File: config.mk
export PLATFORM = sky130hd
export DESIGN_NAME = bw_share_arb
export DESIGN_NICKNAME = d
export VERILOG_FILES = /design/src/rtl/bw_arb_pkg.sv /design/src/rtl/bw_rr_pick.sv /design/src/rtl/bw_lvl_sel.sv /design/src/rtl/bw_cred_bank.sv /design/src/rtl/bw_share_arb.sv
export SDC_FILE = /design/constraint.sdc
export NUM_CORES = 1
export LEC_CHECK = 0
export BUFFER_PORTS_ARGS = -buffer_cell sky130_fd_sc_hd__buf_4
export CAP_MARGIN = 20
export CORE_MARGIN = 2
export CORE_UTILIZATION = 40
export CTS_BUF_LIST = sky130_fd_sc_hd__clkbuf_2 sky130_fd_sc_hd__clkbuf_4 sky130_fd_sc_hd__clkbuf_8
export CTS_CLUSTER_DIAMETER = 80
export DETAILED_ROUTE_END_ITERATION = 10
export GPL_TIMING_DRIVEN = 0
export PLACE_DENSITY = 0.69
export SLEW_MARGIN = 20
export SYNTH_ARGS = -nofsm -noshare
export SYNTH_HDL_FRONTEND = slang
export SYNTH_HIERARCHICAL = 1
export SYNTH_SLANG_ARGS = --single-unit
File: constraint.sdc
create_clock -name clk -period 3.8 [get_ports clk]
set_input_delay 0.57 -clock clk [delete_from_list [all_inputs] [get_ports clk]]
set_output_delay 0.57 -clock clk [all_outputs]
set_load 0.05 [all_outputs]
File: src/rtl/bw_arb_pkg.sv
package bw_arb_pkg;

  localparam int unsigned WGT_W = 4;

  typedef enum logic [0:0] {
    ARB_IDLE = 1'b0,
    ARB_HOLD = 1'b1
  } arb_state_e;

  // weight field of zero behaves as weight one
  function automatic logic [WGT_W-1:0] eff_weight(input logic [WGT_W-1:0] w);
    eff_weight = (w == '0) ? WGT_W'(1) : w;
  endfunction

endpackage

File: src/rtl/bw_rr_pick.sv
module bw_rr_pick #(
  parameter int unsigned N_CH = 6,
  localparam int unsigned IDX_W = (N_CH > 1) ? $clog2(N_CH) : 1
) (
  input  logic [N_CH-1:0]  cand,
  input  logic [IDX_W-1:0] last,
  output logic             found,
  output logic [IDX_W-1:0] pick
);

  // scan from the slot after the last winner, wrapping around
  always_comb begin
    found = 1'b0;
    pick  = '0;
    for (int off = 1; off <= int'(N_CH); off++) begin
      int idx;
      idx = (int'(last) + off) % int'(N_CH);
      if (!found && cand[idx]) begin
        found = 1'b1;
        pick  = IDX_W'(idx);
      end
    end
  end

endmodule

File: src/rtl/bw_lvl_sel.sv
module bw_lvl_sel #(
  parameter int unsigned N_CH = 6
) (
  input  logic [N_CH-1:0] req,
  input  logic [N_CH-1:0] hi,
  input  logic [N_CH-1:0] cred_nz,
  output logic [N_CH-1:0] lvl_mask,
  output logic [N_CH-1:0] cand,
  output logic [N_CH-1:0] credited
);

  logic any_hi;

  always_comb begin
    any_hi   = |(req & hi);
    lvl_mask = any_hi ? hi : ~hi;
    cand     = req & lvl_mask;
    credited = cand & cred_nz;
  end

endmodule

File: src/rtl/bw_cred_bank.sv
module bw_cred_bank
  import bw_arb_pkg::*;
#(
  parameter int unsigned N_CH = 6
) (
  input  logic                  clk,
  input  logic                  rst_n,
  input  logic                  reload_en,
  input  logic [N_CH-1:0]       reload_mask,
  input  logic                  dec_en,
  input  logic [N_CH-1:0]       dec_sel,
  input  logic [N_CH*WGT_W-1:0] weight,
  output logic [N_CH-1:0]       cred_nz
);

  for (genvar g = 0; g < N_CH; g++) begin : g_ch
    logic [WGT_W-1:0] cred_q;
    logic [WGT_W-1:0] cred_d;
    logic             cred_ce;

    always_comb begin
      cred_d  = cred_q;
      cred_ce = 1'b0;
      if (reload_en && reload_mask[g]) begin
        cred_d  = eff_weight(weight[g*WGT_W +: WGT_W]);
        cred_ce = 1'b1;
      end else if (dec_en && dec_sel[g] && (cred_q != '0)) begin
        cred_d  = cred_q - 1'b1;
        cred_ce = 1'b1;
      end
    end

    always_ff @(posedge clk or negedge rst_n) begin
      if (!rst_n) begin
        cred_q <= '0;
      end else if (cred_ce) begin
        cred_q <= cred_d;
      end
    end

    assign cred_nz[g] = (cred_q != '0);

    // a completed unit is always charged to a channel that still holds credit
    p_no_underflow_r8 : assert property (@(posedge clk) disable iff (!rst_n)
      (dec_en && dec_sel[g]) |-> (cred_q != '0));

    // a reload never leaves a zero counter, even for weight field 0
    p_reload_nonzero_r7 : assert property (@(posedge clk) disable iff (!rst_n)
      (reload_en && reload_mask[g]) |=> (cred_q != '0));
  end

endmodule

File: src/rtl/bw_share_arb.sv
module bw_share_arb
  import bw_arb_pkg::*;
#(
  parameter int unsigned N_CH = 6,
  localparam int unsigned IDX_W = (N_CH > 1) ? $clog2(N_CH) : 1
) (
  input  logic                  clk,
  input  logic                  rst_n,
  input  logic [N_CH-1:0]       ch_req,
  input  logic [N_CH-1:0]       ch_hi,
  input  logic [N_CH*WGT_W-1:0] ch_weight,
  input  logic                  unit_done,
  output logic [N_CH-1:0]       ch_grant
);

  arb_state_e       state_q, state_d;
  logic [N_CH-1:0]  grant_q, grant_d;
  logic [IDX_W-1:0] last_q, last_d;
  logic             last_ce;

  logic [N_CH-1:0]  cred_nz;
  logic [N_CH-1:0]  lvl_mask, cand, credited, pool;
  logic             found;
  logic [IDX_W-1:0] pick;
  logic             reload_en;
  logic             unit_end;

  bw_lvl_sel #(.N_CH(N_CH)) u_lvl (
    .req      (ch_req),
    .hi       (ch_hi),
    .cred_nz  (cred_nz),
    .lvl_mask (lvl_mask),
    .cand     (cand),
    .credited (credited)
  );

  // all requesters at the level exhausted: reload and choose among all of them
  always_comb begin
    reload_en = (state_q == ARB_IDLE) && (cand != '0) && (credited == '0);
    pool      = (credited != '0) ? credited : cand;
    unit_end  = (state_q == ARB_HOLD) && unit_done;
  end

  bw_rr_pick #(.N_CH(N_CH)) u_pick (
    .cand  (pool),
    .last  (last_q),
    .found (found),
    .pick  (pick)
  );

  bw_cred_bank #(.N_CH(N_CH)) u_cred (
    .clk         (clk),
    .rst_n       (rst_n),
    .reload_en   (reload_en),
    .reload_mask (lvl_mask),
    .dec_en      (unit_end),
    .dec_sel     (grant_q),
    .weight      (ch_weight),
    .cred_nz     (cred_nz)
  );

  always_comb begin
    state_d = state_q;
    grant_d = grant_q;
    last_d  = last_q;
    last_ce = 1'b0;
    case (state_q)
      ARB_IDLE: begin
        if (found) begin
          state_d       = ARB_HOLD;
          grant_d       = '0;
          grant_d[pick] = 1'b1;
          last_d        = pick;
          last_ce       = 1'b1;
        end
      end
      ARB_HOLD: begin
        if (unit_done) begin
          state_d = ARB_IDLE;
          grant_d = '0;
        end
      end
      default: begin
        state_d = ARB_IDLE;
        grant_d = '0;
      end
    endcase
  end

  always_ff @(posedge clk or negedge rst_n) begin
    if (!rst_n) begin
      state_q <= ARB_IDLE;
      grant_q <= '0;
    end else begin
      state_q <= state_d;
      grant_q <= grant_d;
    end
  end

  always_ff @(posedge clk or negedge rst_n) begin
    if (!rst_n) begin
      last_q <= IDX_W'(N_CH - 1);
    end else if (last_ce) begin
      last_q <= last_d;
    end
  end

  assign ch_grant = grant_q;

  p_onehot_r1 : assert property (@(posedge clk) disable iff (!rst_n)
    $onehot0(ch_grant));

  p_grant_req_r2 : assert property (@(posedge clk) disable iff (!rst_n)
    ((ch_grant != '0) && ($past(ch_grant) == '0)) |-> (($past(ch_req) & ch_grant) != '0));

  p_hi_first_r3 : assert property (@(posedge clk) disable iff (!rst_n)
    ((ch_grant != '0) && ($past(ch_grant) == '0) && (($past(ch_req) & $past(ch_hi)) != '0))
      |-> ((ch_grant & $past(ch_hi)) != '0));

  p_hold_r4 : assert property (@(posedge clk) disable iff (!rst_n)
    ((ch_grant != '0) && !unit_done) |=> $stable(ch_grant));

  p_release_r5 : assert property (@(posedge clk) disable iff (!rst_n)
    ((ch_grant != '0) && unit_done) |=> (ch_grant == '0));

endmodule

; ---- After elaboration in Yosys (flattened, before gate mapping)
; Index checks and enable logic that the tools add are counted.
[op_classes]
addsub = 12
div = 6
n_lt_le_gt_ge = 8
n_eq_ne = 2
muxes = 71
bitwise_logic = 5
n_reduce_logical = 62
[op_table]
columns = cell, n
row1 = $lt 32x5->1 const B, 6
row2 = $mod 32x4->32 const B, 6
row3 = $mux 4, 18
row4 = $mux 1, 34
row5 = $logic_and 1x1->1, 27
row6 = $logic_not 4->1, 6
row7 = $mux 6, 4
row8 = $reduce_bool 4->1, 6
row9 = $sub 4x1->4 const B, 6
row10 = $and 6x6->6, 3
row11 = $bmux 1 s3, 6
row12 = $mux 3, 6
row13 = $reduce_and 2->1, 7
row14 = $add 3x3->4 const B, 3
row15 = $pmux 6 s2, 1
row16 = $reduce_bool 2->1, 6
row17 = $reduce_bool 6->1, 2
row18 = $add 3x2->4 const B, 2
row19 = $logic_not 6->1, 1
row20 = $not 6->6, 1
row21 = $reduce_or 6->1, 1
row22 = $logic_not 1->1, 5
row23 = $add 3x1->4 const B, 1
row24 = $lt 3x4->1 const B, 1
row25 = 6 further kinds, 7
[word_totals]
register_bits = 34
out_inout_bits = 6
word_cells = 175

; ---- Longest topological paths before layout
[logic_depth]
ltp_word = 32
mapped_depth = 16

; ---- By module
; Netlist, hierarchy kept.
[by_module_without_submodules]
columns = mod, n_inst, cells_each, area_per_inst_um2, seq_area_each_um2
row1 = bw_cred_bank, 1, 192, 1622.8, 600.6
row2 = bw_rr_pick, 1, 116, 843.3, 0.0
row3 = bw_share_arb, 1, 43, 511.7, 252.7
row4 = bw_lvl_sel, 1, 24, 217.7, 0.0

; ---- Worst setup path after synthesis
; No wires, ideal clock.
[synth_path]
path_kind = register to register
startpoint = register last_q[0]
endpoint = register grant_q[2], in the netlist ch_grant[2]
setup_time_ns = 0.067
t_arrival_ns = 3.718
path_slack_ns = 0.015
stages_incl_launch_ff = 16
period_less_slack_ns = 3.785
cell_sequence = dfstp_2 buf_2 inv_1 ha_1 xor2_2 inv_2 ha_1 nor2b_1 nand3_1 a22oi_1 mux2_2 nor4_4 o21a_1 o22ai_1 nor3b_1 a22o_1
[synth_via]
elab_chain_len = 27
[synth_rtl]
columns = element, line_no
row1 = from (decl), bw_share_arb.sv:18  ; logic [IDX_W-1:0] last_q, last_d;
row2 = from (signal assigned), bw_share_arb.sv:102  ; last_q <= IDX_W'(N_CH - 1);
row3 = from (signal assigned), bw_share_arb.sv:104  ; last_q <= last_d;
row4 = $add 3x1->4, bw_rr_pick.sv:17  ; idx = (int'(last) + off) % int'(N_CH);
row5 = $mod 32x4->32, bw_rr_pick.sv:17
row6 = $bmux 1 s3, bw_rr_pick.sv:18  ; if (!found && cand[idx]) begin
row7 = $mux 1 (not written as such) (2 in series), bw_rr_pick.sv:18
row8 = $mux 1, bw_rr_pick.sv:18
row9 = $logic_not 1->1, bw_rr_pick.sv:18
row10 = $logic_and 1x1->1, bw_rr_pick.sv:18
row11 = $mux 1, bw_rr_pick.sv:18
row12 = [... 11 more ...], --
row13 = $mux 3 (*), bw_rr_pick.sv:18
row14 = net pick[0], bw_share_arb.sv:24  ; logic [IDX_W-1:0] pick;
row15 = $lt 3x4->1 (not written as such) or $ge 3x1->1 (tied branches), bw_share_arb.sv:72  ; grant_d[pick] = 1'b1;
row16 = $logic_and 1x1->1 (not written as such), bw_share_arb.sv:72
row17 = $mux 1 (not written as such), bw_share_arb.sv:72
row18 = $demux 1 s3 (*), bw_share_arb.sv:72
row19 = $mux 6 (*), bw_share_arb.sv:69  ; if (found) begin
row20 = $pmux 6 s2 (*), bw_share_arb.sv:67  ; case (state_q)
row21 = to (signal assigned), bw_share_arb.sv:96  ; grant_q <= grant_d;
row22 = to (decl), bw_share_arb.sv:17  ; logic [N_CH-1:0] grant_q, grant_d;
; The timed path passes the listed nets; every way through them passes the cells marked *. The select of a mux whose other input is x is not followed.
; A chain may end at the register's enable or synchronous reset.

; ---- Worst setup path after layout
[layout_path]
startpoint = input port ch_hi[4]
endpoint = register grant_q[1], in the netlist ch_grant[1]
[layout_via]
elab_chain_len = 32
[layout_rtl]
columns = element, line_no
row1 = from (decl), bw_share_arb.sv:10  ; input logic [N_CH-1:0] ch_hi,
row2 = $and 6x6->6 (*), bw_lvl_sel.sv:15  ; any_hi = |(req & hi);
row3 = $reduce_or 6->1 (*), bw_lvl_sel.sv:15
row4 = $mux 6 (*), bw_lvl_sel.sv:16  ; lvl_mask = any_hi ? hi : ~hi;
row5 = $and 6x6->6 (*), bw_lvl_sel.sv:17  ; cand = req & lvl_mask;
row6 = $and 6x6->6 (*), bw_lvl_sel.sv:18  ; credited = cand & cred_nz;
row7 = net credited[3], bw_share_arb.sv:22  ; logic [N_CH-1:0] lvl_mask, cand, credited, pool;
row8 = $reduce_bool 6->1 (*), bw_share_arb.sv:40  ; pool = (credited != '0) ? credited : cand;
row9 = $mux 6 (*), bw_share_arb.sv:40
row10 = net pool[1], bw_share_arb.sv:22
row11 = [... 18 more ...], --
row12 = $mux 3 (*), bw_rr_pick.sv:18
row13 = net pick[2], bw_share_arb.sv:24
row14 = $lt 3x4->1 (not written as such) or $ge 3x1->1 (tied branches), bw_share_arb.sv:72
row15 = $logic_and 1x1->1 (not written as such), bw_share_arb.sv:72
row16 = $mux 1 (not written as such), bw_share_arb.sv:72
row17 = $demux 1 s3 (*), bw_share_arb.sv:72
row18 = $mux 6 (*), bw_share_arb.sv:69
row19 = $pmux 6 s2 (*), bw_share_arb.sv:67
; Marks and branches as above.

==> results.json <==
{
  "status": "finished, final reports clean",
  "timing.final.max_slew_violations": 0,
  "grt_setup_unrepaired": "yes",
  "hold_viol_final": 0,
  "syn_avg_cell_area_um2": 8.522,
  "cp.arrival_ns": 3.95,
  "io_pins": 45,
  "cts_num_sinks": 34,
  "drt_pre_antenna_iters": 4,
  "clock_latency_ns": 0.29,
  "post-place-cells": 521,
  "die-area_mm2": 0.008720,
  "fin_util_pct": 58.42,
  "finalCritPeriodShare_pct": 99.35,
  "yosysSeqAreaShare_pct": 26.70,
  "cp.required_ns": 3.98,
  "die_w_um": 93.38,
  "clock_power_share_pct": 6.4,
  "syn_nets": 434,
  "drive_above_1_share_pct": 39.78,
  "drc": 0,
  "synth_flop_cell": "dfrtp_1",
  "grt_pass1_vias": 3023,
  "async_reset_ff_share_pct": 100.0,
  "fin_cells": 567,
  "grt_use_total_pct": 18.68,
  "ir_drop_v": 0.0005377,
  "synth_edf_count": 0,
  "start_util_pct": 41.35,
  "drv_cap": 0,
  "vias": 3305,
  "p_per_area_mw_per_mm2": 992.0,
  "tightest_slew_ns": 0.4856,
  "overflow": 0,
  "crit_type": "input pin to flop",
  "numCtsBuffers": 5,
  "gp_congestion": 0.8038,
  "yosysWarningCount": 6,
  "pwr-share-seq_pct": 17.1,
  "ys_types": 64,
  "hold_class": "input pin to async pin",
  "root_buffer": "clkbuf_8",
  "p_comb_share_pct": 76.5,
  "dp_hpwl_um": 6088,
  "period_minus_slack_ns": 3.775,
  "htree_levels": 2,
  "syn_inst": 375,
  "viasPerCell": 5.829,
  "die_y_um": 93.38,
  "p_sw_share_pct": 46.03,
  "power_switching_mw": 2.061,
  "syn_area_mm2": 0.003196,
  "grt_max_degree": 35,
  "clock_skew_ns": 0.007459,
  "synth-seq-cells": 34,
  "endpoint_kind": "flop",
  "leakagePower_nw": 1.937,
  "nNetsFinal": 523,
  "max_freq_mhz": 264.9,
  "ant_nets": 0,
  "cts.path.max_buffers": 2,
  "start_kind": "input pin",
  "grt_pass1_wl_um": 13390,
  "diodes": 0,
  "io_buffer_count": 44,
  "std_cell_rows": 32,
  "cts_tree": "done",
  "finalSetupViolations": 0,
  "intPower_mw": 2.417,
  "cts.clk_slew.worst_paths_ns": 0.07,
  "worstPathMaxFanout": 5,
  "drt_iter0_drc": 186,
  "drt-total-wl_um": 9056,
  "syn_to_final_growth_pct": 41.27,
  "antenna_found_initial": 0,
  "core-area_mm2": 0.007727,
  "post_drt_wl_per_cell_um": 15.97,
  "max_slew_margin_pct": 66.70
}
## kinds of logic after synthesis
kind of cell,share of synthesized area (%)
AO/OA/AOI/OAI,25.88
XOR/XNOR,2.702
flip-flops,26.70
buffers and inverters,6.186
adder cells (fa/ha/maj),7.831
multiplexers,6.264
AND/OR/NAND/NOR,24.43
## layout make-up
cell class / count / area (um^2)
Buffer: 7 / 71.32
Clock buffer: 7 / 90.09
Clock inverter: 1 / 5.005
Fill cell: 661 / 3213
Inverter: 38 / 142.6
Multi-Input combinational cell: 296 / 2592
Sequential cell: 34 / 854.6
Tap cell: 102 / 127.6
Timing Repair Buffer: 82 / 630.6
## worst paths after layout
path,slack (ns),startpoint,depth (start not counted),to
worst max-delay path,0.02,ch_hi[4],18,ch_grant[1]$_DFFE_PN0P_
worst min-delay path,0.22,rst_n,1,u_cred/g_ch[3].cred_q[3]$_DFFE_PN0P_
min in group clk,0.48,unit_done,2,state_q$_DFF_PN0_
max in group asynchronous,3.23,rst_n,1,last_q[0]$_DFFE_PN1P_
worst min register to register,0.59,u_cred/g_ch[2].cred_q[0]$_DFFE_PN0P_,2,u_cred/g_ch[2].cred_q[0]$_DFFE_PN0P_
worst max register to register,0.05,u_cred/g_ch[2].cred_q[0]$_DFFE_PN0P_,18,ch_grant[1]$_DFFE_PN0P_
## cell usage in the layout, fill, tap and decap left out, drive strengths merged, types with 5 or more instances in the layout
master and n:
a211o 5, a21oi 7, a22o 7, a22oi 5, a31o 6, a31oi 16
and2 7, buf 88, clkbuf 8, dfrtp 32, ha 20, inv 38
mux2 6, mux2i 8, nand2 24, nand3 15, nor2 24, nor2b 9
nor3 11, nor3b 9, nor4 5, o211a 6, o211ai 7, o21a 7
o21ai 22, or3 8, or4 11, xor2 8
## registers in the layout, indices dropped and copies added (netlist names)
register and flops:
last_q 3, state_q 1, ch_grant 6, u_cred/g_ch.cred_q 24
## routing by layer
layer / track usage, % / wire, um
met5: 0 / 0
met4: 5.637 / 147
met3: 2.417 / 307
met2: 33.93 / 4753
met1: 22.87 / 3847
## Yosys cell counts, types with 4 or more instances
cell type | number | share of area [%]
o41ai_1 | 4 | 1.1
or3_1 | 8 | 1.6
a21oi_1 | 7 | 1.1
o21ai_0 | 20 | 3.1
a211o_1 | 4 | 1.1
nor2_1 | 24 | 2.8
buf_2 | 4 | 0.63
xor2_1 | 7 | 1.9
mux2i_1 | 7 | 2.2
a31oi_1 | 16 | 3.1
nand2b_1 | 4 | 0.78
or4_1 | 11 | 2.6
o211ai_1 | 7 | 1.6
nor3_1 | 11 | 1.7
a41oi_1 | 4 | 1.1
and2_1 | 7 | 1.4
nand3_1 | 15 | 2.3
o21a_1 | 7 | 1.6
a31o_1 | 5 | 1.4
nand2_1 | 23 | 2.7
ha_1 | 20 | 7.8
mux2_2 | 5 | 1.8
a22oi_1 | 5 | 1.2
o211a_1 | 6 | 1.9
inv_1 | 36 | 4.2
dfrtp_1 | 32 | 25
nor2b_1 | 9 | 1.8
a22o_1 | 7 | 1.9
nor3b_1 | 9 | 2.1
## repair_timing
action	CTS	global route
endpoints found under the hold margin	0	0
hold buffers	0	0
buffers inserted	12	25
cloned	0	1
resized for setup	20	84
pin swaps	8	27
setup endpoints to repair	10	9
## critical path: stages
cell	delay, ns
buf_4	0.14
a22oi_2	0.19
and3_4	0.21
buf_6	0.13
o211a_4	0.19
nor2_4	0.07
a31o_1	0.28
buf_6	0.14
mux4_2	0.45
o211ai_1	0.13
o311a_1	0.25
nand2_2	0.11
buf_6	0.15
o31ai_2	0.20
a31oi_2	0.09
a32oi_4	0.29
nor2_2	0.08
a32o_1	0.26
## power by group through the flow
stage               clock [mW]  sequential (mW)  combinational [mW]
global placement             0            0.738                2.08
floorplan                    0            0.742                1.67
global route             0.307            0.788                3.70
finish                   0.286            0.766                3.43
detailed placement           0            0.745                2.14
CTS                      0.295            0.738                2.48
## stage by stage
| stage | TNS (ns) | worst slack, ns | hold slack [ns] | instance area (um^2) | power, mW |
|---|---|---|---|---|---|
| detailed placement | -3.290 | -0.5104 | 0.5299 | 3654 | 2.889 |
| floorplan | 0 | 0.01469 | 0.2744 | 3196 | 2.407 |
| CTS | 0 | 0.005468 | 0.2408 | 3935 | 3.512 |
| finish | 0 | 0.02485 | 0.2224 | 4514 | 4.478 |
| global placement | -3.005 | -0.4534 | 0.5262 | 3654 | 2.820 |
| global route | -0.2289 | -0.05003 | 0.2589 | 4514 | 4.796 |
Note: power is estimated with default switching activity, not from simulation.
